$ cat src/rtl/rxq_pkg.sv
package rxq_pkg;
  localparam int unsigned WORD_W  = 32;
  localparam int unsigned BUS_W   = 16;
  localparam int unsigned N_HALF  = WORD_W / BUS_W;
  typedef logic [WORD_W-1:0] word_t;
  typedef logic [BUS_W-1:0]  half_t;
  typedef enum logic {HALF_LO = 1'b0, HALF_HI = 1'b1} half_sel_e;
endpackage

$ cat src/rtl/rxq_ctrl.sv
module rxq_ctrl #(
  parameter int unsigned DEPTH = 32
) (
  input  logic                       clk,
  input  logic                       rst,
  input  logic                       wr_vld,
  input  logic                       rd_en,
  input  logic                       rd_hi,
  output logic                       mem_we,
  output logic [$clog2(DEPTH)-1:0]   mem_waddr,
  output logic [$clog2(DEPTH)-1:0]   mem_raddr,
  output logic                       is_empty,
  output logic [$clog2(DEPTH):0]     occ,
  output logic [$clog2(DEPTH):0]     occ_nxt
);
  localparam int unsigned AW = $clog2(DEPTH);
  localparam int unsigned CW = AW + 1;
  localparam logic [CW-1:0] OCC_FULL = CW'(DEPTH);

  logic [AW-1:0] head_q, tail_q, tail_prev;
  logic          pop, push_new, overwrite, full;

  assign full      = (occ == OCC_FULL);
  assign is_empty  = (occ == '0);
  assign pop       = rd_en & rd_hi & ~is_empty;
  assign push_new  = wr_vld & (~full | pop);
  assign overwrite = wr_vld & full & ~pop;
  assign tail_prev = tail_q - AW'(1);

  assign mem_we    = wr_vld;
  assign mem_waddr = overwrite ? tail_prev : tail_q;
  assign mem_raddr = head_q;

  always_comb begin
    occ_nxt = occ;
    case ({push_new, pop})
      2'b10:   occ_nxt = occ + CW'(1);
      2'b01:   occ_nxt = occ - CW'(1);
      default: occ_nxt = occ;
    endcase
  end

  always_ff @(posedge clk) begin
    if (rst) begin
      head_q <= '0;
      tail_q <= '0;
      occ    <= '0;
    end else begin
      if (pop)      head_q <= head_q + AW'(1);
      if (push_new) tail_q <= tail_q + AW'(1);
      occ <= occ_nxt;
    end
  end
endmodule

$ cat src/rtl/rxq_store.sv
module rxq_store
  import rxq_pkg::*;
#(
  parameter int unsigned DEPTH = 32
) (
  input  logic                     clk,
  input  logic                     rst,
  input  logic                     we,
  input  logic [$clog2(DEPTH)-1:0] waddr,
  input  word_t                    wdata,
  input  logic                     re,
  input  logic                     sel_hi,
  input  logic                     empty,
  input  logic [$clog2(DEPTH)-1:0] raddr,
  output half_t                    rdata
);
  word_t mem [DEPTH];
  half_t half_words [N_HALF];

  always_ff @(posedge clk) begin
    if (we) mem[waddr] <= wdata;
  end

  for (genvar h = 0; h < int'(N_HALF); h++) begin : g_split
    assign half_words[h] = mem[raddr][h*BUS_W +: BUS_W];
  end

  always_ff @(posedge clk) begin
    if (rst) begin
      rdata <= '0;
    end else if (re) begin
      if (empty)                    rdata <= '0;
      else if (sel_hi == HALF_HI)   rdata <= half_words[1];
      else                          rdata <= half_words[0];
    end
  end
endmodule

$ cat src/rtl/rxq_flags.sv
module rxq_flags #(
  parameter int unsigned DEPTH    = 32,
  parameter int unsigned HALF_LVL = 16
) (
  input  logic                   clk,
  input  logic                   rst,
  input  logic [$clog2(DEPTH):0] occ_nxt,
  output logic                   ready_n,
  output logic                   full_n,
  output logic                   half_n
);
  localparam int unsigned CW = $clog2(DEPTH) + 1;
  localparam logic [CW-1:0] LVL_FULL = CW'(DEPTH);
  localparam logic [CW-1:0] LVL_HALF = CW'(HALF_LVL);

  always_ff @(posedge clk) begin
    if (rst) begin
      ready_n <= 1'b1;
      full_n  <= 1'b1;
      half_n  <= 1'b1;
    end else begin
      ready_n <= (occ_nxt == '0);
      full_n  <= (occ_nxt != LVL_FULL);
      half_n  <= (occ_nxt <  LVL_HALF);
    end
  end
endmodule

$ cat src/rtl/rxq_host_fifo.sv
module rxq_host_fifo
  import rxq_pkg::*;
#(
  parameter int unsigned DEPTH    = 32,
  parameter int unsigned HALF_LVL = 16
) (
  input  logic        clk,
  input  logic        rst,
  input  logic        wr_vld,
  input  logic [31:0] wr_word,
  input  logic        rd_en,
  input  logic        rd_hi,
  output logic [15:0] rd_data,
  output logic        ready_n,
  output logic        full_n,
  output logic        half_n
);
  localparam int unsigned AW = $clog2(DEPTH);

  logic          mem_we, is_empty;
  logic [AW-1:0] mem_waddr, mem_raddr;
  logic [AW:0]   occ, occ_nxt;

  rxq_ctrl #(.DEPTH(DEPTH)) u_ctrl (
    .clk(clk), .rst(rst), .wr_vld(wr_vld), .rd_en(rd_en), .rd_hi(rd_hi),
    .mem_we(mem_we), .mem_waddr(mem_waddr), .mem_raddr(mem_raddr),
    .is_empty(is_empty), .occ(occ), .occ_nxt(occ_nxt)
  );

  rxq_store #(.DEPTH(DEPTH)) u_store (
    .clk(clk), .rst(rst), .we(mem_we), .waddr(mem_waddr), .wdata(wr_word),
    .re(rd_en), .sel_hi(rd_hi), .empty(is_empty), .raddr(mem_raddr),
    .rdata(rd_data)
  );

  rxq_flags #(.DEPTH(DEPTH), .HALF_LVL(HALF_LVL)) u_flags (
    .clk(clk), .rst(rst), .occ_nxt(occ_nxt),
    .ready_n(ready_n), .full_n(full_n), .half_n(half_n)
  );
endmodule

$ cat config.mk
export PLATFORM = sky130hd
export DESIGN_NAME = rxq_host_fifo
export DESIGN_NICKNAME = d
export VERILOG_FILES = /design/src/rtl/rxq_pkg.sv /design/src/rtl/rxq_ctrl.sv /design/src/rtl/rxq_store.sv /design/src/rtl/rxq_flags.sv /design/src/rtl/rxq_host_fifo.sv
export SDC_FILE = /design/constraint.sdc
export NUM_CORES = 1
export LEC_CHECK = 0
export BUFFER_PORTS_ARGS = -buffer_cell sky130_fd_sc_hd__buf_2
export CORE_MARGIN = 1
export CORE_UTILIZATION = 40
export DETAILED_ROUTE_END_ITERATION = 12
export GPL_TIMING_DRIVEN = 0
export HOLD_SLACK_MARGIN = 0.12
export MAX_ROUTING_LAYER = met4
export SETUP_SLACK_MARGIN = 0.3
export SLEW_MARGIN = 10
export SYNTH_ARGS = -nofsm -noshare
export SYNTH_HDL_FRONTEND = slang
export SYNTH_SLANG_ARGS = --single-unit
$ cat constraint.sdc
create_clock -name clk -period 4.3 [get_ports clk]
set_input_delay 0.86 -clock clk [delete_from_list [all_inputs] [get_ports clk]]
set_output_delay 0.86 -clock clk [all_outputs]
set_load 0.03 [all_outputs]
### Yosys cells after proc, flatten, opt, wreduce, memory -nomap -nowiden

Memories as Yosys holds them, arrays and structs flattened. A register that Yosys moved wholly into a read port is not among the register bits.
Cells that the tools add are included.
Widths: inputs -> output; s select.

| word-level totals | value |
|---|---|
| memory bits (writable) | 1024 |
| bits in latches | 0 |
| bits in read-only memories | 0 |
| logic and storage cells | 37 |
| memories kept | 1 |
| output and inout bits | 19 |
| flip-flop bits (word level) | 35 |

| cells by class | value |
|---|---|
| bitwise logic cells | 9 |
| eq/ne operators | 4 |
| divide/modulo/power cells | 0 |
| reductions and logical operators | 2 |
| magnitude comparators | 1 |
| shift-type cells | 0 |
| muxes and demuxes | 8 |
| multipliers | 0 |
| $add $sub $neg | 5 |

Memories:

| memory | words | bits a word | rd ports | clocked after Yosys merged registers in | write ports | line | text |
|---|---|---|---|---|---|---|---|
| u_store.mem | 32 | 32 | 1 | 1 | 1 | rxq_store.sv:17 | `word_t mem [DEPTH];` |

Operators by type and width:

| cell | number |
|---|---|
| $mux 16 | 2 |
| $mux 5 | 3 |
| $logic_not 6->1 | 2 |
| $pmux 6 s2 | 1 |
| $add 5x1->5 const B | 2 |
| $add 6x1->6 const B | 1 |
| $eq 6x6->1 const B | 1 |
| $lt 6x5->1 const B | 1 |
| $ne 6x6->1 const B | 1 |
| $sub 6x1->6 const B | 1 |
| $and 1x1->1 | 5 |
| $sub 5x1->5 const B | 1 |
| $not 1->1 | 3 |
| $eq 2x1->1 const B | 1 |
| $eq 2x2->1 const B | 1 |
| $mux 1 | 2 |
| $or 1x1->1 | 1 |

### Depth between registers and ports, before layout

| logic depth | value |
|---|---|
| depth in word-level cells | 8 |
| depth in mapped cells | 10 |
| mapped depth without buffers | 9 |

### Modules after synthesis

Synthesis repeated with hierarchy kept, for this count alone.

| unflattened totals | value |
|---|---|
| cell total of the unflattened synthesis | 1830 |
| area, all modules | 40556.4 um2 |

Modules (own cells, without submodules):

| module | cells an instance | times used | area an instance (um2) |
|---|---|---|---|
| rxq_store | 1703 | 1 | 39376.5 |
| rxq_ctrl | 119 | 1 | 1074.8 |
| rxq_flags | 8 | 1 | 105.1 |

### Worst setup path before layout

No wires, ideal clock.

| path | value |
|---|---|
| kind | input -> register |
| from | in wr_vld |
| to | mem u_store.mem[31][0] (netlist bit) (enable) |
| stages | 7 |
| path buffers | 1 |
| data arrival time | 3.473 ns |
| path slack | 0.406 ns |
| required time | 3.879 ns |
| cells stage by stage | clkbuf_1 > nor2b_1 > nand4_1 > nor3_1 > xor2_1 > nand2_1 > nor2_1 |

| on the way | value |
|---|---|
| longest elaborated chain between the ends | 3 |

RTL lines:

| element | line | text |
|---|---|---|
| from (decl) | rxq_host_fifo.sv:9 | `input logic wr_vld,` |
| $and 1x1->1 (2 in series) | rxq_ctrl.sv:27 | `assign overwrite = wr_vld & full & ~pop;` |
| $mux 5 | rxq_ctrl.sv:31 | `assign mem_waddr = overwrite ? tail_prev : tail_q;` |
| to (decl) | rxq_store.sv:17 |  |

Several ways; a longest one is shown, not always the timed one.

==> results by group <==
Layout
  – Design area: 47300 µm²
  – Commonest non-fill, non-tap cell in the layout: edfxtp_1
  – Area growth from synthesis to layout: 15.9%
  – Share of layout cells above drive strength 1: 31.5%
  – Fill cells: 8170
  – Most frequent cells in the layout: edfxtp_1, mux4_2, clkbuf_16, buf_2, nor2_1
  – Layout Nets: 2052

Drt
  – Antenna Nets Post-Route: 0
  – # DRC: 0
  – WL final: 105 mm
  – Starting DRT DRC Count: 2422
  – DR WL/cell: 30.3 µm
  – Via density: 5.72
  – Via count: 19800
  – 1st-pass router iterations: 5

CTS
  – Clock slew at reported path FFs: 0.06 ns
  – Post-CTS Setup Bufs: 0
  – H-tree levels: 3
  – Root Driver: clkbuf_16
  – Worst-skew pair later-pin latency: 0.69 ns
  – Total CTS buffers: 104
  – CTS Buffer Depth: 3
  – Post-cts resize count: 0
  – Hold-fix buffers, CTS: 0
  – CTS tree: yes
  – Sinks on Clock Net: 1064

Logic synthesis
  – Post-synthesis async set-or-reset flop share: 0%
  – Mapped cell area: 40800 µm²
  – Syn_nets: 1853
  – Yosys cell types: 55
  – Post-synthesis average cell area: 22.5 µm²
  – Seq/Total Area, Yosys: 77.3%
  – Most used DFF post-synth: edfxtp_1
  – Synthesis-stage register bit count: 1064
  – Number of synthesized flops with an enable pin: 1024
  – Post-synthesis cell count: 1812
  – Ys Warns: 0

Die
  – Die footprint: 103000 µm²
  – Core ar.: 101000 µm²
  – Std cell rows: 116
  – Die height: 321 µm
  – Top Ports: 56
  – Starting Density: 40.6%
  – Die Width: 321 µm

Global route
  – Global-route track usage on met2: 32.9%
  – GR Util All Layers: 21.1%
  – Met3 usage: 4.75%
  – Routing usage on met1: 27.8%
  – Gr ovfl total: 0
  – Largest net degree at the start of global routing: 33
  – Global routing's busiest layer: met2
  – Initial antenna violation count: 8
  – Number of global-route vias before repair: 20100
  – First-pass GRT wire length: 148 mm

Timing
  – Max-slew violations: 0
  – Final count of hold timing violations: 0
  – Final setup fails: 0
  – Period utilization: 85.2%
  – Max Clock Skew: 0.0333 ns
  – Hold WS: 0.527 ns
  – Unrepaired setup endpoints after global routing: no
  – Rel. slew slack: 12.7%
  – Worst slew pin tran: 1.28 ns
  – Final worst path period need: 3.66 ns
  – Fmax: 273 MHz

Setup path
  – Critical path launch point type: register
  – Worst-path fanout max: 10
  – Worst R2R Setup Slack: 0.64 ns
  – FF-to-FF path depth: 9
  – Setup CP Type: reg -> reg
  – Worst EP arrival: 4.18 ns
  – CP Capture Type: register
  – R2r endpoint: u_store.rdata[8]$_SDFFE_PP0P_
  – Worst path required time: 4.82 ns

Hold path
  – Hold Crit Start: u_ctrl.mem_raddr[4]$_SDFFE_PP0N_
  – Worst hold-check path type: reg -> reg
  – Worst Hold Path EP: u_ctrl.mem_raddr[4]$_SDFFE_PP0N_
  – WHS Path Cells: 2

Power and ir drop
  – PD cells: 461 nW/µm²
  – Leak: 14.3 nW
  – Maximum VDD drop: 0.380 mV

Placement
  – GP Congestion: 0.833
  – Post-DP Area: 43900 µm²
  – # port buffers: 55
  – DP HPWL: 67.3 mm

Run
  – MaxCap Viol Count: 0

Status
  – Status: finished, final reports clean
sequential cells by signal, summed over array words and instances, names as in the netlist, named ones only:
register	count
u_ctrl.mem_raddr	5
u_ctrl.tail_q	5
u_store.rdata	16
u_flags.full_n	1
u_flags.half_n	1
u_ctrl.occ	6
u_flags.ready_n	1
u_store.mem	1024
critical path, stage by stage (launching register included):
cell	delay (ns)
dfxtp_1	0.48
buf_2	0.35
buf_4	0.35
buf_2	0.41
buf_2	0.42
mux4_2	0.37
o22ai_1	0.26
nor2_1	0.08
o21ai_1	0.60
nand4_1	0.18
layer usage:
| layer | wire (µm) | vias up | part of all wire, % |
|---|---|---|---|
| met1 | 42700 | 10700 | 41 |
| met2 | 50600 | 866 | 48 |
| met3 | 8720 | 154 | 8.3 |
| li1 | - | 8090 | - |
| met4 | 2710 | 0 | 2.6 |
| met5 | 0 | - | 0 |
metrics by stage:
step | power (mW) | cells | util [%] | setup slack [ns] | setup TNS (ns)
floorplan | 12.4 | 1812 | - | 0.406 | 0
global placement | 12.9 | 3224 | 42.6 | -2.13 | -1914.45
detailed placement | 12.9 | 3262 | 43.6 | 0.0624 | 0
CTS | 21.9 | 3454 | 47.0 | 0.320 | 0
global route | 22.4 | 3458 | 47.0 | 0.475 | 0
finish | 21.8 | 3459 | 47.0 | 0.638 | 0
where the power goes:
part | internal (mW) | switching (mW)
clock | 5.21 | 3.92
sequential | 11.4 | 0.0469
combinational | 0.476 | 0.724
total | 17.1 | 4.69
how the worst max path moves through the flow:
stage / slack, ns / startpoint / cells after the start / end
after detailed placement: 0.06 / wr_vld / 9 / u_store.mem[30][28]$_DFFE_PP_
after global routing: 0.47 / u_ctrl.occ[4]$_SDFF_PP0_ / 8 / u_store.mem[19][29]$_DFFE_PP_
after floorplan: 0.41 / wr_vld / 7 / u_store.mem[31][0]$_DFFE_PP_
after CTS: 0.32 / register / 8 / u_store.rdata[10]$_SDFFE_PP0P_
after global placement: -2.13 / wr_vld / 8 / u_store.mem[16][29]$_DFFE_PP_
final: 0.64 / register / 9 / u_store.rdata[8]$_SDFFE_PP0P_
cell type report:
class	count	area [µm²]	share of cell area, %
inverter	4	15.0	0.0317
clock inverter	74	732	1.55
sequential	1064	31600	66.7
timing repair buffer	93	1110	2.35
antenna	5	12.5	0.0265
multi-input combinational	650	8960	18.9
tap	1357	1700	3.59
clock buffer	118	2680	5.66
buffer	94	547	1.16
cells in the mapped netlist, types with 6 or more instances:
library cell,number,area share [%]
nand4_1,17,0.26
clkbuf_1,25,0.23
buf_2,33,0.40
xnor2_1,6,0.13
nand3_1,37,0.45
o21ai_1,12,0.15
nor3_1,13,0.16
edfxtp_1,1024,75
nor2_1,78,0.72
a21oi_1,21,0.26
buf_4,19,0.35
or3_1,7,0.11
mux2i_1,27,0.66
o21ai_0,11,0.13
o22ai_1,21,0.32
nor2b_1,6,0.092
a22oi_1,6,0.11
nand2_1,34,0.31
xor2_1,11,0.24
buf_1,6,0.055
dfxtp_1,40,2.0
mux4_2,291,16
buf_6,10,0.28
cell families after synthesis:
| family | count (synthesis) | synth area share (%) |
|---|---|---|
| AO/OA/AOI/OAI | 98 | 1.59 |
| flip-flops | 1064 | 77.3 |
| AND/OR/NAND/NOR | 208 | 2.42 |
| adder cells (fa/ha/maj) | 4 | 0.123 |
| multiplexers | 323 | 16.9 |
| XOR/XNOR | 17 | 0.365 |
| buffers and inverters | 98 | 1.37 |
Note: power is estimated with default switching activity, not from simulation.
